**config.mk**
```make
export PLATFORM = sky130hd
export DESIGN_NAME = fbline_agen
export DESIGN_NICKNAME = d
export VERILOG_FILES = /design/src/rtl/fbline_pkg.sv /design/src/rtl/fbline_cfg_chk.sv /design/src/rtl/fbline_plane_ptr.sv /design/src/rtl/fbline_seq.sv /design/src/rtl/fbline_agen.sv
export SDC_FILE = /design/constraint.sdc
export NUM_CORES = 1
export LEC_CHECK = 0
export ABC_AREA = 1
export BUFFER_PORTS_ARGS = -buffer_cell sky130_fd_sc_hd__buf_2
export CORE_AREA = 2 2 238 240
export DETAILED_ROUTE_END_ITERATION = 8
export DIE_AREA = 0 0 240 242
export GPL_TIMING_DRIVEN = 0
export SYNTH_ARGS = -nofsm -noshare
export SYNTH_HDL_FRONTEND = slang
export SYNTH_SLANG_ARGS = --single-unit
```
**constraint.sdc**
```tcl
create_clock -name clk -period 5.7 [get_ports clk]
set_input_delay 0.57 -clock clk [delete_from_list [all_inputs] [get_ports clk]]
set_output_delay 0.57 -clock clk [all_outputs]
set_load 0.01 [all_outputs]
```
**src/rtl/fbline_pkg.sv**
```systemverilog
package fbline_pkg;

  typedef enum logic [2:0] {
    FMT_RGB32   = 3'd0,
    FMT_RGB16   = 3'd1,
    FMT_YUYV    = 3'd2,
    FMT_MONO8   = 3'd3,
    FMT_SP420   = 3'd4,
    FMT_SP422   = 3'd5,
    FMT_RGB_ALF = 3'd6,
    FMT_BAD     = 3'd7
  } fmt_e;

  // bytes per pixel of the first plane
  function automatic logic [2:0] p0_bytes(fmt_e f);
    case (f)
      FMT_RGB32:                      return 3'd4;
      FMT_RGB16, FMT_YUYV, FMT_RGB_ALF: return 3'd2;
      FMT_MONO8, FMT_SP420, FMT_SP422: return 3'd1;
      default:                        return 3'd0;
    endcase
  endfunction

  // alignment unit of the second plane
  function automatic logic [2:0] p1_bytes(fmt_e f);
    case (f)
      FMT_SP420, FMT_SP422: return 3'd2;
      FMT_RGB_ALF:          return 3'd1;
      default:              return 3'd0;
    endcase
  endfunction

  function automatic logic two_plane(fmt_e f);
    return (f == FMT_SP420) || (f == FMT_SP422) || (f == FMT_RGB_ALF);
  endfunction

  function automatic logic half_rate(fmt_e f);
    return f == FMT_SP420;
  endfunction

  function automatic logic needs_even_width(fmt_e f);
    return (f == FMT_YUYV) || (f == FMT_SP420) || (f == FMT_SP422);
  endfunction

  function automatic logic aligned(logic [1:0] low_bits, logic [2:0] unit);
    case (unit)
      3'd4:    return low_bits == 2'b00;
      3'd2:    return low_bits[0] == 1'b0;
      default: return 1'b1;
    endcase
  endfunction

endpackage

```
**src/rtl/fbline_cfg_chk.sv**
```systemverilog
module fbline_cfg_chk
  import fbline_pkg::*;
#(
  parameter int WID_W = 13,
  parameter int HGT_W = 12
) (
  input  fmt_e             fmt,
  input  logic [1:0]       base_y_lo,
  input  logic [1:0]       base_c_lo,
  input  logic [WID_W-1:0] width,
  input  logic [HGT_W-1:0] height,
  output logic             cfg_bad
);
  logic bad_fmt, bad_size, bad_parity, bad_align_y, bad_align_c;

  assign bad_fmt     = (fmt == FMT_BAD);
  assign bad_size    = (width == '0) || (height == '0);
  assign bad_parity  = needs_even_width(fmt) && width[0];
  assign bad_align_y = !aligned(base_y_lo, p0_bytes(fmt));
  assign bad_align_c = two_plane(fmt) && !aligned(base_c_lo, p1_bytes(fmt));
  assign cfg_bad     = bad_fmt | bad_size | bad_parity | bad_align_y | bad_align_c;
endmodule

```
**src/rtl/fbline_plane_ptr.sv**
```systemverilog
module fbline_plane_ptr #(
  parameter int AW    = 48,
  parameter int LEN_W = 15,
  parameter int INC_W = 32
) (
  input  logic             clk,
  input  logic             rst_n,
  input  logic             load,
  input  logic [AW-1:0]    load_addr,
  input  logic             step,
  input  logic [LEN_W-1:0] len,
  input  logic [INC_W-1:0] inc,
  output logic [AW-1:0]    addr
);
  logic [AW-1:0] stride;

  // line length plus sign-extended row increment, full address width
  assign stride = AW'(len) + AW'($signed(inc));

  always_ff @(posedge clk or negedge rst_n) begin
    if (!rst_n)    addr <= '0;
    else if (load) addr <= load_addr;
    else if (step) addr <= addr + stride;
  end
endmodule

```
**src/rtl/fbline_seq.sv**
```systemverilog
module fbline_seq #(
  parameter int HGT_W = 12
) (
  input  logic             clk,
  input  logic             rst_n,
  input  logic             go,
  input  logic             two_pl,
  input  logic             half,
  input  logic [HGT_W-1:0] height,
  input  logic             req_ready,
  output logic             req_valid,
  output logic             req_plane,
  output logic             y_step,
  output logic             c_step,
  output logic             line_adv,
  output logic             busy,
  output logic             done
);
  typedef enum logic [1:0] {S_IDLE, S_LUMA, S_CHROMA} st_e;
  st_e              st;
  logic [HGT_W-1:0] line_q;
  logic             accept, need_c, last_line;

  assign req_valid = (st != S_IDLE);
  assign busy      = req_valid;
  assign req_plane = (st == S_CHROMA);
  assign accept    = req_valid && req_ready;
  assign y_step    = accept && (st == S_LUMA);
  assign c_step    = accept && (st == S_CHROMA);
  assign need_c    = two_pl && (!half || !line_q[0]);
  assign last_line = (line_q == height - 1'b1);
  assign line_adv  = (y_step && !need_c) || c_step;

  always_ff @(posedge clk or negedge rst_n) begin
    if (!rst_n) begin
      st     <= S_IDLE;
      line_q <= '0;
      done   <= 1'b0;
    end else begin
      done <= 1'b0;
      if (st == S_IDLE) begin
        if (go) begin
          st     <= S_LUMA;
          line_q <= '0;
        end
      end else if (y_step && need_c) begin
        st <= S_CHROMA;
      end else if (line_adv) begin
        if (last_line) begin
          st   <= S_IDLE;
          done <= 1'b1;
        end else begin
          st     <= S_LUMA;
          line_q <= line_q + 1'b1;
        end
      end
    end
  end
endmodule

```
**src/rtl/fbline_agen.sv**
```systemverilog
module fbline_agen
  import fbline_pkg::*;
#(
  parameter int BA_W  = 32,
  parameter int EXT_W = 16,
  parameter int WID_W = 13,
  parameter int HGT_W = 12,
  parameter int INC_W = 32,
  localparam int AW    = BA_W + EXT_W,
  localparam int LEN_W = WID_W + 2
) (
  input  logic             clk,
  input  logic             rst_n,
  input  logic             start,
  input  logic [2:0]       cfg_fmt,
  input  logic             cfg_field,
  input  logic [BA_W-1:0]  cfg_ba_y0,
  input  logic [BA_W-1:0]  cfg_ba_y1,
  input  logic [EXT_W-1:0] cfg_ext_y0,
  input  logic [EXT_W-1:0] cfg_ext_y1,
  input  logic [BA_W-1:0]  cfg_ba_c0,
  input  logic [BA_W-1:0]  cfg_ba_c1,
  input  logic [EXT_W-1:0] cfg_ext_c0,
  input  logic [EXT_W-1:0] cfg_ext_c1,
  input  logic [WID_W-1:0] cfg_width,
  input  logic [HGT_W-1:0] cfg_height,
  input  logic [INC_W-1:0] cfg_rowinc_y,
  input  logic [INC_W-1:0] cfg_rowinc_c,
  input  logic             req_ready,
  output logic             req_valid,
  output logic             req_plane,
  output logic [AW-1:0]    req_addr,
  output logic [LEN_W-1:0] req_len,
  output logic             busy,
  output logic             done,
  output logic             err
);
  fmt_e             fmt_in, fmt_q;
  logic [WID_W-1:0] width_q;
  logic [HGT_W-1:0] height_q;
  logic [INC_W-1:0] inc_q     [2];
  logic [AW-1:0]    load_addr [2];
  logic [AW-1:0]    ptr_addr  [2];
  logic [LEN_W-1:0] plane_len [2];
  logic             step      [2];
  logic             cfg_bad, start_take, go, y_step, c_step, line_adv;

  assign fmt_in       = fmt_e'(cfg_fmt);
  assign load_addr[0] = cfg_field ? {cfg_ext_y1, cfg_ba_y1} : {cfg_ext_y0, cfg_ba_y0};
  assign load_addr[1] = cfg_field ? {cfg_ext_c1, cfg_ba_c1} : {cfg_ext_c0, cfg_ba_c0};

  fbline_cfg_chk #(.WID_W(WID_W), .HGT_W(HGT_W)) u_chk (
    .fmt       (fmt_in),
    .base_y_lo (load_addr[0][1:0]),
    .base_c_lo (load_addr[1][1:0]),
    .width     (cfg_width),
    .height    (cfg_height),
    .cfg_bad   (cfg_bad)
  );

  assign start_take = start && !busy;
  assign go         = start_take && !cfg_bad;

  always_ff @(posedge clk or negedge rst_n) begin
    if (!rst_n) begin
      fmt_q    <= FMT_RGB32;
      width_q  <= '0;
      height_q <= '0;
      inc_q[0] <= '0;
      inc_q[1] <= '0;
      err      <= 1'b0;
    end else if (start_take) begin
      err <= cfg_bad;
      if (!cfg_bad) begin
        fmt_q    <= fmt_in;
        width_q  <= cfg_width;
        height_q <= cfg_height;
        inc_q[0] <= cfg_rowinc_y;
        inc_q[1] <= cfg_rowinc_c;
      end
    end
  end

  assign plane_len[0] = LEN_W'(width_q) * LEN_W'(p0_bytes(fmt_q));
  assign plane_len[1] = LEN_W'(width_q);
  assign step[0]      = y_step;
  assign step[1]      = c_step;

  for (genvar g = 0; g < 2; g++) begin : g_plane
    fbline_plane_ptr #(.AW(AW), .LEN_W(LEN_W), .INC_W(INC_W)) u_ptr (
      .clk       (clk),
      .rst_n     (rst_n),
      .load      (go),
      .load_addr (load_addr[g]),
      .step      (step[g]),
      .len       (plane_len[g]),
      .inc       (inc_q[g]),
      .addr      (ptr_addr[g])
    );
  end

  fbline_seq #(.HGT_W(HGT_W)) u_seq (
    .clk       (clk),
    .rst_n     (rst_n),
    .go        (go),
    .two_pl    (two_plane(fmt_q)),
    .half      (half_rate(fmt_q)),
    .height    (height_q),
    .req_ready (req_ready),
    .req_valid (req_valid),
    .req_plane (req_plane),
    .y_step    (y_step),
    .c_step    (c_step),
    .line_adv  (line_adv),
    .busy      (busy),
    .done      (done)
  );

  assign req_addr = req_plane ? ptr_addr[1] : ptr_addr[0];
  assign req_len  = req_plane ? plane_len[1] : plane_len[0];
endmodule

```
* Yosys cells after proc, flatten, opt, wreduce, memory -nomap -nowiden
Cells that the tools add are included.
** Word-level totals
- Logic and storage cells :: 121
- Flip-flop bits (word level) :: 204
- Output and inout port bits :: 68
** Cells by class
- Muxes and demuxes :: 27
- Bitwise operators :: 7
- Equal/unequal tests :: 23
- Multiply operators :: 1
- Reductions and logical operators :: 46
- $add $sub $neg :: 6
** Operators by type and width (count)
- 48-bit two-way mux :: 7
- 48-bit adder :: 2
- 12-bit two-way mux :: 5
- 14-bit by 32-bit adder with 33-bit output :: 1
- 16-bit by 32-bit adder with 33-bit output :: 1
- 3-bit equality test, second input constant :: 8
- 3-bit case mux with 3 select lines :: 2
- 3-bit by 2-bit equality test with 1-bit output, second input constant :: 5
- 13-bit by 3-bit multiplier with 15-bit output :: 1
- 15-bit two-way mux :: 1
- 13-bit zero test :: 1
- 12-bit by 1-bit adder with 12-bit output, second input constant :: 1
- 12-bit equality test :: 1
- 12-bit zero test :: 1
- 3-bit OR reduction :: 4
- 12-bit by 1-bit subtractor with 12-bit output, second input constant :: 1
- 1-bit logical AND :: 10
- 1-bit logical OR :: 9
- 2-bit two-way mux :: 4
- 2-bit nonzero test :: 4
- 1-bit zero test :: 7
- 3-bit by 1-bit equality test with 1-bit output, second input constant :: 2
- 2-bit zero test :: 3
- 3-bit zero test :: 2
- 14 further kinds :: 27

* Logic depth before layout (Yosys ltp)
- Depth after elaboration :: 12
- Gate-level depth with buffers :: 41
- Mapped depth without buffers :: 41

* By module
A second synthesis with hierarchy kept.
** Second synthesis, totals
- Cells, all modules :: 3510
- Area total of the unflattened synthesis :: 22325.2 µm²
** Modules (own cells, without submodules)
- fbline_plane_ptr at g_plane[1].u_ptr :: instances 1, seq. area each 1201.2 µm², area each 6899.1 µm², cells each 1150
- fbline_agen :: instances 1, seq. area each 2327.2 µm², area each 6885.4 µm², cells each 931
- fbline_plane_ptr at g_plane[0].u_ptr :: instances 1, seq. area each 1201.2 µm², area each 6842.8 µm², cells each 1145
- fbline_seq :: instances 1, seq. area each 375.4 µm², area each 1507.7 µm², cells each 237
- fbline_cfg_chk :: instances 1, seq. area each 0.0 µm², area each 190.2 µm², cells each 47

* Least setup slack after synthesis
OpenSTA, ideal clock, no wires.
- Kind :: reg-to-reg
- Start point :: reg fmt_q[1]
- End point :: reg g_plane[0].u_ptr.addr[47]
- Path slack :: -0.005 ns
- Arrival :: 5.627 ns
- Stages on the path, launching flop included :: 40
- Library setup time :: 0.077 ns
- Clock period less this slack :: 5.705 ns
- Data required time :: 5.623 ns
- Cell sequence :: dfrtp_1 inv_1 nand2_1 nor2_1 clkbuf_1 nand2_1 fa_1 inv_1 ha_1 inv_1 nor3_1 a21oi_1 o21ai_0 a21oi_1 or2_2 nand2_1 inv_1 ha_1 (+4 left out) a21oi_1 inv_1 nand2_1 xor2_1 inv_1 ha_1 nand2_1 nor2_1 inv_1 nor2_1 nand2_1 nor2_1 nand2_1 nand3_1 inv_1 nand2_1 nand3_1 a21oi_1
** On the way
- Cells in the longest elaborated chain, start to end :: 8
- Elaborated cells between the ends (all ways) :: 15
- Those cells by class :: add/sub: 2; mul: 1; eq/ne: 6; mux: 3; reduce/logical: 3
** RTL lines
- start, declared :: line fbline_agen.sv:38 : fmt_e fmt_in, fmt_q;
- start signal, assigned :: line fbline_agen.sv:75 : fmt_q <= fmt_in;
- 3-bit equality test, or another cell as far along :: line fbline_pkg.sv:16 : case (f)
- 3-bit OR reduction :: line fbline_pkg.sv:16
- 3-bit case mux with 3 select lines (*) :: line fbline_pkg.sv:16
- 13-bit by 3-bit multiplier with 15-bit output (*) :: line fbline_agen.sv:84 : assign plane_len[0] = LEN_W'(width_q) * LEN_W'(p0_bytes(fmt_q));
- 16-bit by 32-bit adder with 33-bit output (*) :: line fbline_plane_ptr.sv:18 : assign stride = AW'(len) + AW'($signed(inc));
- 48-bit adder (*) :: line fbline_plane_ptr.sv:23 : else if (step) addr <= addr + stride;
- 48-bit two-way mux (*) :: line fbline_plane_ptr.sv:23
- 48-bit two-way mux (*) :: line fbline_plane_ptr.sv:22 : else if (load) addr <= load_addr;
- end signal, assigned :: line fbline_plane_ptr.sv:22
- end signal, assigned :: line fbline_plane_ptr.sv:23
- end, declared :: line fbline_plane_ptr.sv:13 : output logic [AW-1:0] addr
Every way passes the cells marked *; elsewhere a longest branch is shown, timed or not. The select of a mux whose other input is x is not followed.
A chain may end at the register's enable or synchronous reset.

* Worst setup path after layout
- Start point :: reg fmt_q[0]
- End point :: reg g_plane[0].u_ptr.addr[46]
Same word-level chain as after synthesis.

==> results_dict.tcl <==
set metrics [dict create \
    synth_cell_type_count 45 \
    slew_headroom_pct 15.97 \
    final.period_utilization_pct 103.0 \
    worstMarginPinSlew_ps 1260 \
    arrival_ps 6370 \
    drc 0 \
    r2r_start "fmt_q[0]" \
    areaGrowthSynthToFinish_pct 26.30 \
    cp_max_fo 6 \
    ctsRootBufferMaster "clkbuf_16" \
    finClkSkew_ps 24.01 \
    tritoncts "built" \
    drive_above_1_share_pct 19.47 \
    syn_nets 4199 \
    final_common_cell "nand2_1" \
    crit_path_max_incr_delay_ps 510 \
    hold_viol 0 \
    clk_pin_slew_ps 60 \
    rows 87 \
    synth-edff-count 0 \
    place_area_um2 24760 \
    finalNetCount 4650 \
    crit_start "fmt_q[0]" \
    grtUsageTotal_pct 31.87 \
    crit_type "flip-flop to flip-flop" \
    crit_slowest_cell "fa_1" \
    numCtsBuffers 26 \
    clock-sinks 204 \
    drtPass1Iterations 8 \
    gp_congestion 1.003 \
    violations "negative setup slack" \
    drtIter0Drc 2047 \
    min-delay-start "cfg_rowinc_c[22]" \
    rsz0062_at_grt "true" \
    first_global_vias 24080 \
    min_period_ps 5871 \
    diodes 0 \
    worst_slack_ps -170.9 \
    maxCapViolations 0 \
    crit_top_cell "nand2_4" \
    dieArea_um2 58080 \
    status "finished, violations left" \
    postRouteAntennaNets 0 \
    cts_buffer_depth 3 \
    hpwl_mm 77.85 \
    start_util_pct 39.42 \
    synth_top_area_cell "nand2_1" \
    synth-seq-cells 204 \
    num_io_pins 357 \
    via_per_inst 5.105 \
    drv_slew 0 \
    synth_area_leaders "nand2_1 (27%), dfrtp_1 (23%), inv_1 (8.4%)" \
    worstHoldPathType "input port to flip-flop" \
    final_cell_area_um2 27750 \
    required_ps 6200 \
    grt_max_degree 89 \
    fmax_mhz 170.3 \
    yosysTopAreaCellShare_pct 26.86 \
    timing.hold.ws_ps 174.3 \
    synth.avg_cell_area_um2 5.854 \
    syn-instance-count 3753 \
    cp-end-kind "flip-flop" \
    core_um2 55730 \
    die_y_um 242 \
    synth-main-ff-cell "dfrtp_1" \
    worst_setup_path_start_kind "flip-flop" \
    port_buffers 355 \
    grt_pass1_wl_mm 141.0 \
    ys_warn_count 0 \
    antenna_found_initial 1 \
    clock_latency_ps 590 \
    die_w_um 240 \
    wl_per_cell_um 19.15 \
    routed_wirelength_mm 95.34 \
    num_vias 25410 \
    async_flop_share_pct 100.0 \
    grt.overflow.total 0 \
    ys_seq_area_share_pct 23.24 \
    setup_viol_count_final 21 \
    layout_common_cells "nand2_1 (1509), inv_1 (467), buf_2 (397)" \
    cts-htree-levels 1 \
    nFillCells 6064 \
    syn-cell-area_um2 21970 \
]
==> synth_stat cells (all sizes together) (21+ instances only) <==
cell and count:
nand2 1575, a31oi 21, dfrtp 204, nand3 154
inv 498, xor2 108, nor3 44, ha 141
clkbuf 42, xnor2 40, nor2 385, a21oi 207
buf 58, o21ai 128, nand4 48, o21bai 29
==> state kept, by name, summed over array words and instances (netlist names) <==
register,count
inc_q,64
u_seq.line_q,12
u_seq.st,2
u_seq.done,1
height_q,12
fmt_q,3
g_plane.u_ptr.addr,96
width_q,13
err,1
==> metal layers <==
| metal | vias to the layer above | share of wire, % | routed length, µm | GRT usage, % |
|---|---|---|---|---|
| met5 | - | 0.014 | 13 | 0 |
| met1 | 11610 | 44 | 42000 | 43.42 |
| met2 | 1048 | 43 | 41410 | 50.29 |
| li1 | 12600 | - | - | - |
| met4 | 2 | 4.3 | 4070 | 12.61 |
| met3 | 154 | 8.2 | 7843 | 5.036 |
==> critical path: cells and delay by family, from the launching register on <==
family,cells,cell delay [ps]
and+or+nand+nor,21,2440
adders and majority gates,4,1640
buffers and inverters,8,790
AOI/OAI and AO/OA,4,500
DFF,1,410
==> repair_timing <==
action                                  CTS  global route
endpoints found under the hold margin    54             0
setup buffers                            45            17
endpoints found under the setup margin   37            36
resized for setup                       224           155
cloned                                    4             0
pin swaps                                88            45
hold buffers                              1             0
==> per-stage QoR <==
step / util [%] / instances / setup slack (ps) / TNS, ps
after floorplan: - / 3753 / 102.1 / 0
after global placement: 44.30 / 4864 / -1251 / -36230
after detailed placement: 44.42 / 4866 / -1296 / -36210
after CTS: 48.47 / 4962 / -78.53 / -117.1
after global routing: 49.78 / 4978 / -415.5 / -8685
final: 49.78 / 4978 / -170.9 / -1206
==> cell type report <==
cell class / count / area, µm² / area share (%)
Multi-Input combinational cell: 2949 / 15990 / 57.63
Sequential cell: 204 / 5106 / 18.40
Timing Repair Buffer: 421 / 2356 / 8.491
Inverter: 500 / 1898 / 6.841
Tap cell: 756 / 945.9 / 3.409
Clock buffer: 35 / 744.5 / 2.683
Buffer: 100 / 493.0 / 1.777
Clock inverter: 11 / 193.9 / 0.6990
Timing Repair inverter: 2 / 17.52 / 0.06313
==> logic make-up after synthesis <==
kind of cell	synth area share, %
buf+inv	10.74
xor+xnor	5.900
simple gates	40.21
mux	0.1823
compound gates	10.25
fa+ha+maj	9.489
flops	23.24
==> final timing paths <==
check | to | slack, ps | cells past startpoint
worst min-delay path | inc_q[22] | 170 | 3
min in group asynchronous | height_q[8] | 500 | 2
worst max register to register | g_plane[0].u_ptr.addr[46] | -170 | 37
worst max-delay path | g_plane[0].u_ptr.addr[46] | -170 | 37
worst min register to register | height_q[1] | 490 | 2
max in group asynchronous | g_plane[1].u_ptr.addr[28] | 4040 | 4
Power is left out: the tool's default activity adds up to more than one toggle a clock period on the data nets, which glitch-free logic cannot reach.
